==> config.mk <==
export PLATFORM = sky130hd
export DESIGN_NAME = fill_qual_ctrl
export DESIGN_NICKNAME = d
export VERILOG_FILES = /design/src/rtl/fq_pkg.sv /design/src/rtl/fq_flush_sync.sv /design/src/rtl/fq_fill_seq.sv /design/src/rtl/fq_page_attr.sv /design/src/rtl/fq_snoop.sv /design/src/rtl/fill_qual_ctrl.sv
export SDC_FILE = /design/constraint.sdc
export NUM_CORES = 1
export LEC_CHECK = 0
export BUFFER_PORTS_ARGS = -buffer_cell sky130_fd_sc_hd__buf_2
export CAP_MARGIN = 10
export CORE_ASPECT_RATIO = 1.75
export CORE_MARGIN = 5
export CORE_UTILIZATION = 25
export CTS_BUF_LIST = sky130_fd_sc_hd__clkbuf_8
export DETAILED_ROUTE_END_ITERATION = 10
export HOLD_SLACK_MARGIN = 0.03
export PLACE_DENSITY = 0.58
export SYNTH_ARGS = -nofsm -noshare
export SYNTH_HDL_FRONTEND = slang
export SYNTH_HIERARCHICAL = 1
export SYNTH_SLANG_ARGS = --single-unit
==> constraint.sdc <==
create_clock -name clk -period 2.8 [get_ports clk]
set_clock_uncertainty 0.2 [all_clocks]
set_input_delay 0.14 -clock clk [delete_from_list [all_inputs] [get_ports clk]]
set_output_delay 0.14 -clock clk [all_outputs]
set_load 0.01 [all_outputs]
==> src/rtl/fq_pkg.sv <==
package fq_pkg;
    typedef enum logic {
        FS_IDLE = 1'b0,
        FS_FILL = 1'b1
    } fill_state_e;

    typedef struct packed {
        logic pcd;
        logic pwt;
        logic oe;
    } pin_state_t;
endpackage

==> src/rtl/fq_flush_sync.sv <==
module fq_flush_sync #(
    parameter int STAGES = 2
) (
    input  logic clk,
    input  logic rst_n,
    input  logic flush_n,
    output logic flush_evt,
    output logic flush_pulse
);
    localparam int DEPTH = STAGES + 1;

    typedef struct packed {
        logic [DEPTH-1:0] sh;
        logic             pulse;
    } sync_state_t;

    sync_state_t st_d, st_q;

    always_comb begin
        st_d       = st_q;
        st_d.sh    = {st_q.sh[DEPTH-2:0], flush_n};
        flush_evt  = st_q.sh[DEPTH-1] & ~st_q.sh[DEPTH-2];
        st_d.pulse = flush_evt;
    end

    always_ff @(posedge clk or negedge rst_n) begin
        if (!rst_n) begin
            st_q.sh    <= '1;
            st_q.pulse <= 1'b0;
        end else begin
            st_q <= st_d;
        end
    end

    assign flush_pulse = st_q.pulse;
endmodule

==> src/rtl/fq_fill_seq.sv <==
module fq_fill_seq
    import fq_pkg::*;
#(
    parameter int LINE_BEATS = 4
) (
    input  logic clk,
    input  logic rst_n,
    input  logic cyc_rd,
    input  logic cacheable,
    input  logic ken_n,
    input  logic rdy_n,
    input  logic brdy_n,
    input  logic flush_evt,
    output logic fill_o,
    output logic commit_o
);
    localparam int BW = (LINE_BEATS > 2) ? $clog2(LINE_BEATS) : 1;
    localparam logic [BW-1:0] LAST = BW'(LINE_BEATS - 1);

    typedef struct packed {
        fill_state_e   state;
        logic [BW-1:0] beats;
        logic          seen;
        logic          ken_q;
        logic          cancel;
        logic          commit;
    } seq_state_t;

    seq_state_t st_d, st_q;
    logic xfer;

    always_comb begin
        st_d        = st_q;
        st_d.ken_q  = ken_n;
        st_d.commit = 1'b0;
        xfer        = ~rdy_n | ~brdy_n;

        if (!cyc_rd)   st_d.seen = 1'b0;
        else if (xfer) st_d.seen = 1'b1;

        case (st_q.state)
            FS_IDLE: begin
                if (cyc_rd && xfer && !st_q.seen && cacheable && !st_q.ken_q) begin
                    st_d.state  = FS_FILL;
                    st_d.beats  = BW'(1);
                    st_d.cancel = 1'b0;
                end
            end
            FS_FILL: begin
                if (xfer && st_q.beats == LAST) begin
                    st_d.state  = FS_IDLE;
                    st_d.beats  = '0;
                    st_d.commit = ~st_q.ken_q & ~st_q.cancel & ~flush_evt;
                    st_d.cancel = 1'b0;
                end else begin
                    if (xfer)      st_d.beats  = st_q.beats + BW'(1);
                    if (flush_evt) st_d.cancel = 1'b1;
                end
            end
            default: st_d.state = FS_IDLE;
        endcase
    end

    always_ff @(posedge clk or negedge rst_n) begin
        if (!rst_n) begin
            st_q.state  <= FS_IDLE;
            st_q.beats  <= '0;
            st_q.seen   <= 1'b0;
            st_q.ken_q  <= 1'b1;
            st_q.cancel <= 1'b0;
            st_q.commit <= 1'b0;
        end else begin
            st_q <= st_d;
        end
    end

    assign fill_o   = (st_q.state == FS_FILL);
    assign commit_o = st_q.commit;
endmodule

==> src/rtl/fq_page_attr.sv <==
module fq_page_attr
    import fq_pkg::*;
(
    input  logic clk,
    input  logic rst_n,
    input  logic pg_en,
    input  logic cd,
    input  logic pcd_attr,
    input  logic pwt_attr,
    input  logic bus_hold,
    output logic cache_ok,
    output logic pcd_o,
    output logic pwt_o,
    output logic pin_oe
);
    pin_state_t st_d, st_q;

    always_comb begin
        cache_ok = ~(pg_en & pcd_attr);
        st_d.pcd = pg_en & pcd_attr & ~cd;
        st_d.pwt = pg_en & pwt_attr;
        st_d.oe  = ~bus_hold;
    end

    always_ff @(posedge clk or negedge rst_n) begin
        if (!rst_n) st_q <= '0;
        else        st_q <= st_d;
    end

    assign pcd_o  = st_q.pcd;
    assign pwt_o  = st_q.pwt;
    assign pin_oe = st_q.oe;
endmodule

==> src/rtl/fq_snoop.sv <==
module fq_snoop #(
    parameter int ADDR_W = 28
) (
    input  logic              clk,
    input  logic              rst_n,
    input  logic              eads_n,
    input  logic [ADDR_W-1:0] snoop_addr,
    output logic              inv_o,
    output logic [ADDR_W-1:0] inv_addr
);
    typedef struct packed {
        logic              inv;
        logic [ADDR_W-1:0] addr;
    } snoop_state_t;

    snoop_state_t st_d, st_q;

    always_comb begin
        st_d     = st_q;
        st_d.inv = ~eads_n;
        if (!eads_n) st_d.addr = snoop_addr;
    end

    always_ff @(posedge clk or negedge rst_n) begin
        if (!rst_n) st_q <= '0;
        else        st_q <= st_d;
    end

    assign inv_o    = st_q.inv;
    assign inv_addr = st_q.addr;
endmodule

==> src/rtl/fill_qual_ctrl.sv <==
module fill_qual_ctrl #(
    parameter int ADDR_W      = 28,
    parameter int LINE_BEATS  = 4,
    parameter int SYNC_STAGES = 2
) (
    input  logic              clk,
    input  logic              rst_n,
    input  logic              cyc_rd,
    input  logic              ken_n,
    input  logic              rdy_n,
    input  logic              brdy_n,
    input  logic              flush_n,
    input  logic              eads_n,
    input  logic [ADDR_W-1:0] snoop_addr,
    input  logic              pg_en,
    input  logic              cd,
    input  logic              pcd_attr,
    input  logic              pwt_attr,
    input  logic              bus_hold,
    output logic              fill_o,
    output logic              commit_o,
    output logic              flush_o,
    output logic              inv_o,
    output logic [ADDR_W-1:0] inv_addr,
    output logic              pcd_o,
    output logic              pwt_o,
    output logic              pin_oe
);
    logic flush_evt;
    logic cache_ok;

    fq_flush_sync #(.STAGES(SYNC_STAGES)) u_sync (
        .clk(clk), .rst_n(rst_n), .flush_n(flush_n),
        .flush_evt(flush_evt), .flush_pulse(flush_o)
    );

    fq_page_attr u_page (
        .clk(clk), .rst_n(rst_n), .pg_en(pg_en), .cd(cd),
        .pcd_attr(pcd_attr), .pwt_attr(pwt_attr), .bus_hold(bus_hold),
        .cache_ok(cache_ok), .pcd_o(pcd_o), .pwt_o(pwt_o), .pin_oe(pin_oe)
    );

    fq_fill_seq #(.LINE_BEATS(LINE_BEATS)) u_seq (
        .clk(clk), .rst_n(rst_n), .cyc_rd(cyc_rd), .cacheable(cache_ok),
        .ken_n(ken_n), .rdy_n(rdy_n), .brdy_n(brdy_n), .flush_evt(flush_evt),
        .fill_o(fill_o), .commit_o(commit_o)
    );

    fq_snoop #(.ADDR_W(ADDR_W)) u_snoop (
        .clk(clk), .rst_n(rst_n), .eads_n(eads_n), .snoop_addr(snoop_addr),
        .inv_o(inv_o), .inv_addr(inv_addr)
    );
endmodule

; ---- Yosys cells after proc, flatten, opt, wreduce, memory -nomap -nowiden
; Index checks and enable logic that the tools add are counted.
[op_classes]
add_sub_neg = 1
mul = 0
div_mod_pow = 0
order_cmp = 0
eq_ne = 5
shifts = 0
mux = 13
bitwise_logic = 18
n_reduce_logical = 9
[op_table]
columns = operator, n
row1 = $not A1 Y1, 11
row2 = $mux W1, 8
row3 = $and A1 B1 Y1, 6
row4 = $pmux W3 S2, 1
row5 = $logic_and A1 B1 Y1, 5
row6 = $mux W2, 2
row7 = $ne A2 B1 Y1 const B, 2
row8 = $reduce_and A2 Y1, 2
row9 = $mux W3, 1
row10 = $ne A3 B2 Y1 const B, 1
row11 = $ne A3 B3 Y1 const B, 1
row12 = $add A2 B1 Y2 const B, 1
row13 = $eq A2 B2 Y1 const B, 1
row14 = $logic_not A1 Y1, 2
row15 = $pmux W1 S2, 1
row16 = $or A1 B1 Y1, 1
[word_totals]
reg_bits = 43
latch_bits = 0
ramBits = 0
mem_bits_ro = 0
input_bits = 41
n_memories = 0

; ---- Logic depth before layout (Yosys ltp)
; Gate-level depths: netlist (run 1).
[depth]
ltp_word = 8
ltp_mapped = 4
mapped_depth_nobuf = 4

; ---- By module
; The synthesis (run 1) kept the hierarchy.
[by_module_without_submodules]
columns = mod, instances, cells_per_inst, area_per_inst_um2, seq_area_each_um2
row1 = fq_snoop, 1, 61, 1106.1, 725.7
row2 = fq_fill_seq, 1, 25, 314.1, 176.4
row3 = fq_flush_sync, 1, 5, 117.6, 103.8
row4 = fq_page_attr, 1, 7, 98.8, 75.1

; ---- Worst setup path after synthesis (run 1)
; OpenSTA, ideal clock, no wires.
[synth_path]
path_kind = flip-flop to flip-flop
from = reg u_seq/st_q[2] in the netlist's numbering
to = reg u_seq/st_q[4] in the netlist's numbering
setup_ns = 0.124
t_arrival_ns = 0.933
required_time_ns = 2.476
path_slack_ns = 1.543
stages_incl_launch_ff = 4
n_path_buf = 0
cell_sequence = dfstp_2 > nand4bb_1 > a21oi_2 > o31a_1
[synth_via]
elab_chain_cells = 4
[synth_rtl]
columns = element, line
row1 = start: declaration, fq_fill_seq.sv:29  ; seq_state_t st_d, st_q;
row2 = start signal: assignment, fq_fill_seq.sv:73  ; st_q <= st_d;
row3 = $logic_not A1 Y1, fq_fill_seq.sv:43  ; if (cyc_rd && xfer && !st_q.seen && cacheable && !st_q.ken_q) begin
row4 = $logic_and A1 B1 Y1, fq_fill_seq.sv:43
row5 = $ne A2 B1 Y1 (no source line), -
row6 = $reduce_and A2 Y1 (no source line), -
; Every way passes these cells.
; A chain may end at the register's enable or synchronous reset.

; ---- Worst setup path in the final report (run 1)
[layout_path]
from = in brdy_n
to = reg u_seq/st_q[5] in the netlist's numbering
[layout_via]
elab_chain_cells = 8
word_cells_on_any_way = 12
cone_classes = eq/ne (2) / mux (2) / bitwise (2) / reduce/logical (6)
[layout_rtl]
columns = element, line
row1 = start: declaration, fill_qual_ctrl.sv:11  ; input logic brdy_n,
row2 = $not A1 Y1 (*), fq_fill_seq.sv:36  ; xfer = ~rdy_n | ~brdy_n;
row3 = $or A1 B1 Y1 (*), fq_fill_seq.sv:36
row4 = $logic_and A1 B1 Y1 (4 in series), fq_fill_seq.sv:43
row5 = $ne A2 B1 Y1 (no source line), -
row6 = $reduce_and A2 Y1 (no source line), -
; Mark *: on every way between the ends. The rest lies on a longest branch, timed or not.

==> impl_results.md, run 1 <==
* Met3 track demand over resource at roughly 1.9%
* N_diodes at 0
* Clock root buffer: clkbuf_8
* RSZ-0062 raised after global routing: false
* Critical path startpoint category: primary input
* Most used cells in the layout excluding fill and tap cells: buf_2 (75), dlygate4sd3_1 (42), dfrtp_1 (39)
* Worst hold-check path type: in2reg
* Async SR Flop Fraction at 100%
* Largest fanout of any net on the critical path at 4
* Ports at 76
* Avg Vias per Cell at 4.03
* Global-route wire length before repair at around 6.3 mm
* Number of failing setup endpoints in the final timing report at 0
* Share of post-route cells with drive strength above 1 at a little over half
* Initial Util at about a quarter
* Vias in the first global route at about 1400
* Placeable core region at 0.00644 mm2
* Arrival time of data at the critical path endpoint at 2.25 ns
* Wirelength, routed at 3.91 mm
* Fmax achieved at between 400 and 500 MHz
* Sequential area share after synthesis at 66.1%
* Number of port buffers at 75
* Antenna violations before repair at 0
* Netlist area before placement at roughly 0.0016 mm2
* Final standard cell area without fillers at 0.00263 mm2
* CTS tree: built
* Area taken by multi-input logic gates at around 520 um2
* DR vias at between 1000 and 1500
* Insertion delay of the later-clocked pin in the worst-skew pair at 0.28 ns
* Post-Synthesis Mean Instance Area at roughly 17 um2
* Final slew viol count at 0
* Ratio of total power to cell area at between 600 and 700 mW/mm2
* Kind of critical path: in2reg
* Clock net sink count at 43
* Measured slew at the worst slew-check pin at between 0.9 and 1 ns
* Final period util at ~80%
* Max_slew headroom at 36.5%
* Remaining Overflow, GRT at 0
* Vertical die dimension at around 120 um
* Aggregate global-route resource usage at under 10%
* H-tree depth at 2
* Filler instances at 650
* Net count of the mapped netlist at 140
* Routability congestion estimate from global placement at about 0.71
* Number of distinct library cell variants in the gate-level netlist after synthesis at 21
* Peak supply drop at between 0.3 and 0.4 mV
* PostCTS Resize Cnt at 0
* Leakage power at ~1.3 nW
* Number of flops mapped to enable cells by yosys at 0
* Outcome: completed
* Clock slew seen by the registers of the worst setup and hold paths at roughly 0.080 ns
* Detail Route Antenna Nets at 0
* Most Crowded Layer GR: met2
* Post-placement cell area at about 0.0021 mm2
* Placement row count at 39
* Setup TNS Final at 0 ns
* Prevailing post-synth register cell: dfrtp_1
* Number of DRC violations after detailed-routing iteration 0 at 25
* Met2 usage at between 10% and 20%
* Clock Path Buffers at 2
* Layout Area Growth over Synthesis at 60.4%
* Synthesized instance count at 98
* Worst Setup End Kind: flop
* Max-cap violations at 0
* Post-CTS Setup Bufs at 0
* Total DRC errors in the routed layout at 0
* Number of flip-flops and latches in the synthesized netlist at 43
* Die Footprint at ~0.0083 mm2
* Req. time, crit path at 2.82 ns
* Router iterations before antenna repair at 2
* Met1 layer usage reported by global route at around 10%
* Minimum period implied by the final worst setup slack at 2.23 ns
* Die extent in x at roughly 71 um
* Storage cell area at ~0.0011 mm2
* Leading cell type in the layout, fill and taps excluded: buf_2
* Number of CTS-inserted buffers at 5
* Hold violation count in the final report at 0
* Pin count of the biggest net entering global routing at 44
* Post-layout nets at 261
* HPWL Detailed at about 2.6 mm
* Routed wirelength normalized by instance count at roughly 13 um
* Yosys warning count at 6
==> cell families after synthesis <==
logic type / synth area share [%]
mux: 22.2
compound gates: 3.82
buf+inv: 2.14
fa+ha+maj: 0.764
simple gates: 4.97
flops: 66.1
==> routing by layer <==
layer  part of all wire (%)  wire (um)  up-vias
met5                      0          0        -
met4                    3.7        144        0
met3                    4.6        178        8
met2                     56       2210       45
met1                     35       1380      584
li1                       -          -      580
==> power by group <==
part	total (W)	internal [W]	switching (W)
logic	0.000341	0.000208	0.000132
registers	0.000749	0.000700	0.0000490
clock network	0.000488	0.000289	0.000199
total	0.00158	0.00120	0.000381
==> critical path, stage by stage <==
cell,delay (ns)
dlygate4sd3_1,0.53
buf_2,0.14
a21boi_2,0.19
dlygate4sd3_1,0.58
nand2_1,0.05
o21ai_1,0.06
dlygate4sd3_1,0.55
==> synth_stat cells, types with 2 or more instances <==
cell	count	area share, %
inv_1	2	0.46
nand2b_1	3	1.1
buf_6	2	1.4
mux2_2	19	13
nand2_1	4	0.92
dfrtp_1	39	60
mux2_4	10	9.2
o21a_1	2	0.92
dfstp_2	4	6.4
o21ai_1	2	0.61
==> final cells by class <==
type                    count  area share [%]
flip-flops and latches     43            41.2
clock buffers               6            3.15
multi-input cells          50            19.8
repair buffers            117            30.3
well taps                  82            3.91
clock inverters             2            1.33
inverters                   2           0.286
==> path summary, 6_finish.rpt <==
kind                           startpoint              endpoint  slack (ns)  cells after the start
setup reg to reg             u_seq/fill_o         u_seq/st_q[5]        0.61                      5
hold / removal                      pg_en         u_seq/st_q[1]        0.14                      5
hold reg to reg            u_sync/st_d[2]        u_sync/st_d[3]        0.16                      0
max in group asynchronous           rst_n  u_snoop/inv_addr[10]        1.45                      2
min in group asynchronous           rst_n  u_snoop/inv_addr[16]        0.34                      2
setup / recovery                   brdy_n         u_seq/st_q[5]        0.57                      7
==> registers in the layout, summed over array words and instances, names as in the netlist <==
register and cells:
u_sync/st_d 2, u_page/pin_oe 1, u_seq/st_q 5, u_page/pcd_o 1
u_snoop/inv_o 1, u_sync/st_q 1, u_snoop/inv_addr 28, u_page/pwt_o 1
u_sync/flush_pulse 1, u_seq/fill_o 1, u_seq/commit_o 1
==> timing repair <==
item / 4_1_cts / 5_1_grt
hold buffers: 42 / 0
setup endpoints to repair: 0 / 0
endpoints found under the hold margin: 75 / 0
==> metrics by stage <==
step                hold WS, ns  cells  setup slack (ns)  power, W  util (%)
detailed placement       0.0464    252              1.34   0.00104      32.4
CTS                       0.133    302             0.587   0.00161      40.8
finish                    0.144    302             0.571   0.00158      40.8
floorplan                -0.356     98              1.54  0.000920         -
global placement         0.0465    252              1.35   0.00103      32.4
global route              0.170    302             0.514   0.00168      40.8
(Power assumes the default switching activity.)
==> inputs of run 2 (changes only) <==
ABC_AREA = 1   (was unset)
clock period = 2.15 ns   (was 2.8 ns; I/O delays follow)
==> run 2 against run 1 <==
The run now ends with hold timing left. Design area down 1.0%. Synthesized area up 0.46%. Setup slack worse by 0.12 ns. Register-to-register slack got worse by 0.15 ns. Critical endpoint unchanged. Largest cell class unchanged. Largest power group unchanged.
==> impl_results.md, run 2 <==
* Remaining Overflow, GRT at 0 (unchanged)
* Pin count of the biggest net entering global routing at 30 (was 44)
* Number of CTS-inserted buffers at 5 (unchanged)
* Critical path startpoint category: primary input (unchanged)
* Die extent in x at 71.3 um (was 71.2 um)
* Internal reg-to-reg setup slack at 0.46 ns (was 0.61 ns)
* Synthesized instance count at 169 (was 98)
* Total met2 wirelength after detailed routing at 2.18 mm (was 2.21 mm)
* Antenna violations before repair at 0 (unchanged)
* Post-placement cell area at 0.00208 mm2 (was 0.00209 mm2)
* Clock slew seen by the registers of the worst setup and hold paths at 0.08 ns (about the same)
* Worst hold-check path type: in2reg (unchanged)
* Ranking of synthesized cells by area: dfrtp_1 (59%), nand2_1 (21%), dfstp_2 (6.4%) (was dfrtp_1 (60%), mux2_2 (13%), mux2_4 (9.2%))
* Initial Util at 25.3% (was 25.4%)
* CTS tree: built (unchanged)
* Worst path cell trace: dlygate4sd3_1 -> buf_2 -> nand2_2 -> nand3_2 -> nand3_1 -> nand2_1 -> dlygate4sd3_1 (was dlygate4sd3_1 -> buf_2 -> a21boi_2 -> dlygate4sd3_1 -> nand2_1 -> o21ai_1 -> dlygate4sd3_1)
* Global-route wire length before repair at 6.69 mm (was 6.29 mm)
* Largest fanout of any net on the critical path at 5 (was 4)
* Number of cell instances on the worst register-to-register path at 4 (was 5)
* RSZ-0062 raised after global routing: false (unchanged)
* Filler instances at 635 (was 650)
* Layout Area Growth over Synthesis at 58.0% (was 60.4%)
* Vertical die dimension at 117 um (about the same)
* Avg Vias per Cell at 3.94 (was 4.03)
* Max-cap violations at 0 (unchanged)
* Netlist area before placement at 0.00164 mm2 (about the same)
* Maximum cell stage delay along the critical path at 0.55 ns (was 0.58 ns)
* Share of post-route cells with drive strength above 1 at 34.0% (was 54.5%)
* Post-synth top area share at 59.4% (was 59.6%)
* Routed length on met3 at 235 um (was 178 um)
* Net count of the mapped netlist at 211 (was 140)
* Wirelength, routed at 4.01 mm (was 3.91 mm)
* Number of DRC violations after detailed-routing iteration 0 at 64 (was 25)
* Hold violation count in the final report at 1 (was 0)
* Worst Setup End Kind: flop (unchanged)
* Kind of critical path: in2reg (unchanged)
* Number of failing setup endpoints in the final timing report at 0 (unchanged)
* Total power at 0.00205 W (was 0.00158 W)
* Ports at 76 (unchanged)
* Vias in the first global route at 1555 (was 1365)
* Outcome: complete, but fails checks (was completed)
* Number of distinct library cell variants in the gate-level netlist after synthesis at 17 (was 21)
* Fmax achieved at roughly 590 MHz
* Failing checks: hold timing
* Most frequent cell after synthesis: nand2_1 (was dfrtp_1)
* Post-Layout Cell Count at 370 (was 302)
* Clock Path Buffers at 2 (unchanged)
* Insertion delay of the later-clocked pin in the worst-skew pair at 0.28 ns (about the same)
* Minimum period implied by the final worst setup slack at 1.70 ns
* Most used cells in the layout excluding fill and tap cells: nand2_1 (93), buf_2 (75), dlygate4sd3_1 (40) (was buf_2 (75), dlygate4sd3_1 (42), dfrtp_1 (39))
* Clock net sink count at 43 (unchanged)
* H-tree depth at 2 (unchanged)
* N_diodes at 0 (unchanged)
* Leading cell type in the layout, fill and taps excluded: nand2_1 (was buf_2)
* Most prevalent standard cell on the critical path: dlygate4sd3_1 (unchanged)
* Number of flip-flops and latches in the synthesized netlist at 43 (unchanged)
* Leakage power at 1.43 nW (was 1.27 nW)
* Yosys warning count at 6 (unchanged)
* R2R Path End: u_seq/st_q[5] (unchanged)
* DR vias at 1459 (was 1217)
* Final-layout worst hold slack at -0.00258 ns (was 0.144 ns)
* Critical path's slowest cell: dlygate4sd3_1 (unchanged)
* Post-synth top cells: nand2_1 (93), dfrtp_1 (39), inv_1 (7) (was dfrtp_1 (39), mux2_2 (19), mux2_4 (10))
* Worst hold path stage count at 4 (was 5)
* Start point of the worst hold path: brdy_n (was pg_en)
* Aggregate global-route resource usage at 9.99% (was 9.75%)
* Measured slew at the worst slew-check pin at 0.513 ns (was 0.952 ns)
* DR top layer: met4 (unchanged)
* Detail Route Antenna Nets at 0 (unchanged)
* Final slew viol count at 0 (unchanged)
* Setup TNS Final at 0 ns (unchanged)
* Router iterations before antenna repair at 4 (was 2)
* Number of flops mapped to enable cells by yosys at 0 (unchanged)
* Post-Synthesis Mean Instance Area at 9.73 um2 (was 16.7 um2)
* Routability congestion estimate from global placement at 0.707 (was 0.712)
* Placement row count at 39 (unchanged)
* Number of port buffers at 75 (unchanged)
* Peak supply drop at 0.423 mV (was 0.374 mV)
* Final period util at ~79%
* Max reg flops at 28 (unchanged)
* Worst hold path endpoint: u_seq/commit_o (was u_seq/st_q[1])
* Total DRC errors in the routed layout at 0 (unchanged)
* Sequential area share after synthesis at 65.8% (was 66.1%)
* Ratio of total power to cell area at 788 mW/mm2 (was 601 mW/mm2)
* Arrival time of data at the critical path endpoint at 1.67 ns (was 2.25 ns)
* Clock root buffer: clkbuf_8 (unchanged)
* Category of cells accounting for the largest share of critical-path delay: buffers and inverters (unchanged)
* Final standard cell area without fillers at 0.00260 mm2 (was 0.00263 mm2)
* Placeable core region at 0.00649 mm2 (was 0.00644 mm2)
* Worst path bufs/invs at 3 (was 4)
* Prevailing post-synth register cell: dfrtp_1 (unchanged)
* Cells after DPL at 322 (was 252)
* Die Footprint at 0.00836 mm2 (was 0.00833 mm2)
* Req. time, crit path at 2.12 ns (was 2.82 ns)
* Post-layout nets at 329 (was 261)
* Routed wirelength normalized by instance count at 10.8 um (was 12.9 um)
* HPWL Detailed at 2.78 mm (was 2.62 mm)
* Async SR Flop Fraction at 100% (unchanged)
* Max_slew headroom at 65.7% (was 36.5%)
* Dominant cell type by area after synthesis: dfrtp_1 (unchanged)
* Detailed-route wire length on metal 1 at 1.52 mm (was 1.38 mm)
* Startpoint of the lowest-slack register-to-register path: u_seq/st_q[4] (was u_seq/fill_o)
==> run 2: timing repair <==
item                                   4_1_cts  5_1_grt
setup buffers                                0        0
setup endpoints to repair                    0        1
hold buffers                                41        0
gates resized for setup                      0        0
endpoints found under the hold margin       79        0
==> run 2: layer usage <==
layer  global-route usage, %  vias up
met1                    10.5      670
met2                    18.8       42
met3                    1.97        4
li1                        -      743
met4                    4.52        0
met5                       0        -
==> run 2: worst register-to-register path, cell delays in order (launching register included) <==
cell,delay [ns]
dfrtp_1,0.41
ha_1,0.30
nand3_1,0.08
nand2_1,0.05
dlygate4sd3_1,0.55
==> run 2: power by group <==
part | internal, W | total, W | leakage, nW | switching, W
Sequential | 0.000906 | 0.000971 | 0.520 | 0.0000655
Clock | 0.000376 | 0.000640 | 0.0612 | 0.000264
Combinational | 0.000220 | 0.000434 | 0.849 | 0.000214
==> run 2: cell families after synthesis <==
logic type	count (synthesis)	synth area share (%)
AOI/OAI and AO/OA	3	1.37
buffers and inverters	14	5.33
and+or+nand+nor	108	26.8
adders and majority gates	1	0.761
DFF	43	65.8
==> run 2: worst max path at each step <==
stage | start | to | slack (ns) | depth (start not counted)
detailed placement | u_sync/st_q[3] | u_seq/st_q[1] | 0.89 | 7
finish | rdy_n | u_seq/st_q[5] | 0.45 | 7
CTS | rdy_n | u_seq/st_q[5] | 0.05 | 7
global route | rdy_n | u_seq/st_q[5] | 0.36 | 7
global placement | u_sync/st_q[3] | u_seq/st_q[1] | 0.91 | 7
floorplan | u_sync/st_q[3] | u_seq/st_q[1] | 0.95 | 7
==> run 2: metrics by stage <==
step | utilization (%) | setup slack (ns)
6_report | 40.0 | 0.453
5_1_grt | 40.0 | 0.361
4_1_cts | 40.2 | 0.0486
3_5_place_dp | 32.0 | 0.886
3_3_place_gp | 32.0 | 0.912
2_1_floorplan | - | 0.953
==> run 2: final cells by class <==
class / instances / area, um2 / area share, %
flip-flops and latches: 43 / 1080 / 41.6
repair buffers: 117 / 791 / 30.4
multi-input cells: 112 / 475 / 18.3
well taps: 82 / 103 / 3.95
clock buffers: 6 / 82.6 / 3.18
clock inverters: 2 / 35.0 / 1.35
inverters: 8 / 30.0 / 1.16
==> inputs of run 3 (changes only) <==
PLACE_DENSITY = 0.6   (was 0.58)
clock period = 1.55 ns   (was 2.15 ns; I/O delays follow)
==> run 3 against run 2 <==
The run now ends clean. Highest routed layer unchanged. Clock power rose by 8.3%. Die area stayed put. Power is 28% higher. Critical endpoint is now u_seq/st_q[3]. Non-clock buffer count unchanged. Global-route usage up 1.6 points. Final cell count stayed put. Largest cell class unchanged. Hold slack improved by 0.045 ns.
==> impl_results.md, run 3 (same netlist as run 2, synthesis figures left out) <==
* Outcome: completed (was complete, but fails checks)
* Die Footprint at 0.00836 mm2 (unchanged)
* Layout Area Growth over Synthesis at 57.4% (was 58.0%)
* HPWL Detailed at 2.87 mm (was 2.78 mm)
* Ratio of total power to cell area at 1020 mW/mm2 (was 788 mW/mm2)
* Final period util at between 90% and 100%
* Most used cells in the layout excluding fill and tap cells: nand2_1 (93), buf_2 (74), dlygate4sd3_1 (41) (was nand2_1 (93), buf_2 (75), dlygate4sd3_1 (40))
* Arrival time of data at the critical path endpoint at 1.51 ns (was 1.67 ns)
* Max reg flops at 28 (unchanged)
* Req. time, crit path at 1.54 ns (was 2.12 ns)
* Router iterations before antenna repair at 4 (unchanged)
* Number of failing setup endpoints in the final timing report at 0 (unchanged)
* Peak supply drop at 0.516 mV (was 0.423 mV)
* Clock root buffer: clkbuf_8 (unchanged)
* Met3 track demand over resource at 2.56% (was 1.97%)
* Leading cell type in the layout, fill and taps excluded: nand2_1 (unchanged)
* Kind of critical path: in2reg (unchanged)
* Pin count of the biggest net entering global routing at 30 (unchanged)
* Fmax achieved at about 660 MHz
* Post-layout nets at 329 (unchanged)
* Post-CTS Setup Bufs at 0 (unchanged)
* H-tree depth at 2 (unchanged)
* Met1 layer usage reported by global route at 12.2% (was 10.5%)
* Vertical die dimension at 117 um (unchanged)
* Clock net sink count at 43 (unchanged)
* Measured slew at the worst slew-check pin at 0.543 ns (was 0.513 ns)
* Avg Vias per Cell at 3.99 (was 3.94)
* Cell-internal power at 0.00185 W (was 0.00150 W)
* Aggregate global-route resource usage at 11.6% (was 9.99%)
* Most Crowded Layer GR: met2 (unchanged)
* Cells after DPL at 322 (unchanged)
* Number of CTS-inserted buffers at 5 (unchanged)
* Number of port buffers at 75 (unchanged)
* DR vias at 1475 (was 1459)
* Largest fanout of any net on the critical path at 5 (unchanged)
* Vias in the first global route at 1544 (was 1555)
* Hold violation count in the final report at 0 (was 1)
* Post-placement cell area at 0.00209 mm2 (was 0.00208 mm2)
* Final slew viol count at 0 (unchanged)
* Insertion delay of the later-clocked pin in the worst-skew pair at 0.30 ns (was 0.28 ns)
* Share of post-route cells with drive strength above 1 at 33.3% (was 34.0%)
* N_diodes at 0 (unchanged)
* Placement row count at 39 (unchanged)
* Number of DRC violations after detailed-routing iteration 0 at 81 (was 64)
* P_sw at 0.000776 W (was 0.000544 W)
* Post-Layout Cell Count at 370 (unchanged)
* Part of the total power dissipated in the clock network at 26.4% (was 31.3%)
* Worst hold-check path type: in2reg (unchanged)
* Clock slew seen by the registers of the worst setup and hold paths at 0.08 ns (about the same)
* Routed wirelength normalized by instance count at 12.0 um (was 10.8 um)
* Detail Route Antenna Nets at 0 (unchanged)
* Clock Path Buffers at 2 (unchanged)
* Leakage power at 1.42 nW (was 1.43 nW)
* CTS tree: built (unchanged)
* Die extent in x at 71.3 um (unchanged)
* Filler instances at 646 (was 635)
* Total DRC errors in the routed layout at 0 (unchanged)
* Remaining Overflow, GRT at 0 (unchanged)
* Fraction of power consumed by sequential logic at 51.4% (was 47.5%)
* Wirelength, routed at 4.44 mm (was 4.01 mm)
* Max-cap violations at 0 (unchanged)
* Global-route wire length before repair at 7.39 mm (was 6.69 mm)
* Power share of the combinational group at 22.2% (was 21.2%)
* Setup TNS Final at 0 ns (unchanged)
* Critical path startpoint category: primary input (unchanged)
* Final standard cell area without fillers at 0.00259 mm2 (was 0.00260 mm2)
* Minimum period implied by the final worst setup slack at about 1.5 ns
* Worst Setup End Kind: flop (unchanged)
* Antenna violations before repair at 0 (unchanged)
* Ports at 76 (unchanged)
* RSZ-0062 raised after global routing: false (unchanged)
* Switching share of total power at 29.6% (was 26.6%)
* Routability congestion estimate from global placement at 0.664 (was 0.707)
* Max_slew headroom at 63.7% (was 65.7%)
* Placeable core region at 0.00649 mm2 (unchanged)
* Final core utilization at 39.9% (was 40.0%)
* Met2 usage at 20.8% (was 18.8%)
* Initial Util at 25.3% (unchanged)
[run 3: final timing paths]
path	startpoint	end	slack [ns]	depth (start not counted)
min reg2reg	u_sync/st_d[2]	u_sync/st_d[3]	0.16	0
min in group asynchronous	rst_n	u_snoop/inv_o	0.05	2
max reg2reg	u_seq/st_q[3]	u_seq/st_q[3]	0.12	2
max in group asynchronous	rst_n	u_snoop/inv_addr[0]	0.61	3
max	rdy_n	u_seq/st_q[3]	0.03	5
min	pcd_attr	u_seq/st_q[5]	0.04	7
[run 3: area by class of cell]
cell class,instances,area (um2),area share [%]
clock buffers,5,68.8,2.66
clock inverters,3,16.3,0.629
inverters,8,30.0,1.16
multi-input cells,112,480,18.6
flip-flops and latches,43,1080,41.8
well taps,82,103,3.97
repair buffers,117,808,31.2
[run 3: per-stage QoR]
stage	setup slack [ns]	hold WS (ns)	total power, W
finish	0.0265	0.0424	0.00263
floorplan	0.353	-0.418	0.00165
CTS	0.0360	0.0305	0.00269
global route	0.0210	0.0785	0.00281
global placement	0.314	-0.152	0.00186
detailed placement	0.312	-0.145	0.00188
[run 3: routing by layer]
layer | vias up | part of all wire, %
met5 | - | 0
li1 | 744 | -
met2 | 44 | 54
met1 | 680 | 37
met4 | 0 | 3.0
met3 | 7 | 5.9
[run 3: what timing repair did]
action / 4_1_cts / 5_1_grt
endpoints found under the hold margin: 82 / 0
setup endpoints to repair: 0 / 1
gates resized for setup: 0 / 1
hold buffers: 41 / 0
[run 3: worst max-delay path: stages]
cell and delay (ns):
dlygate4sd3_1 0.52, buf_2 0.12, nand2_4 0.07, o21a_1 0.17, dlygate4sd3_1 0.55
[run 3: power by group through the flow]
| stage | Combinational (W) | Clock, W | Sequential, W |
|---|---|---|---|
| 2_1_floorplan | 0.000254 | 0 | 0.00140 |
| 3_3_place_gp | 0.000493 | 0 | 0.00137 |
| 3_5_place_dp | 0.000511 | 0 | 0.00137 |
| 4_1_cts | 0.000591 | 0.000745 | 0.00135 |
| 5_1_grt | 0.000662 | 0.000781 | 0.00137 |
| 6_report | 0.000584 | 0.000693 | 0.00135 |
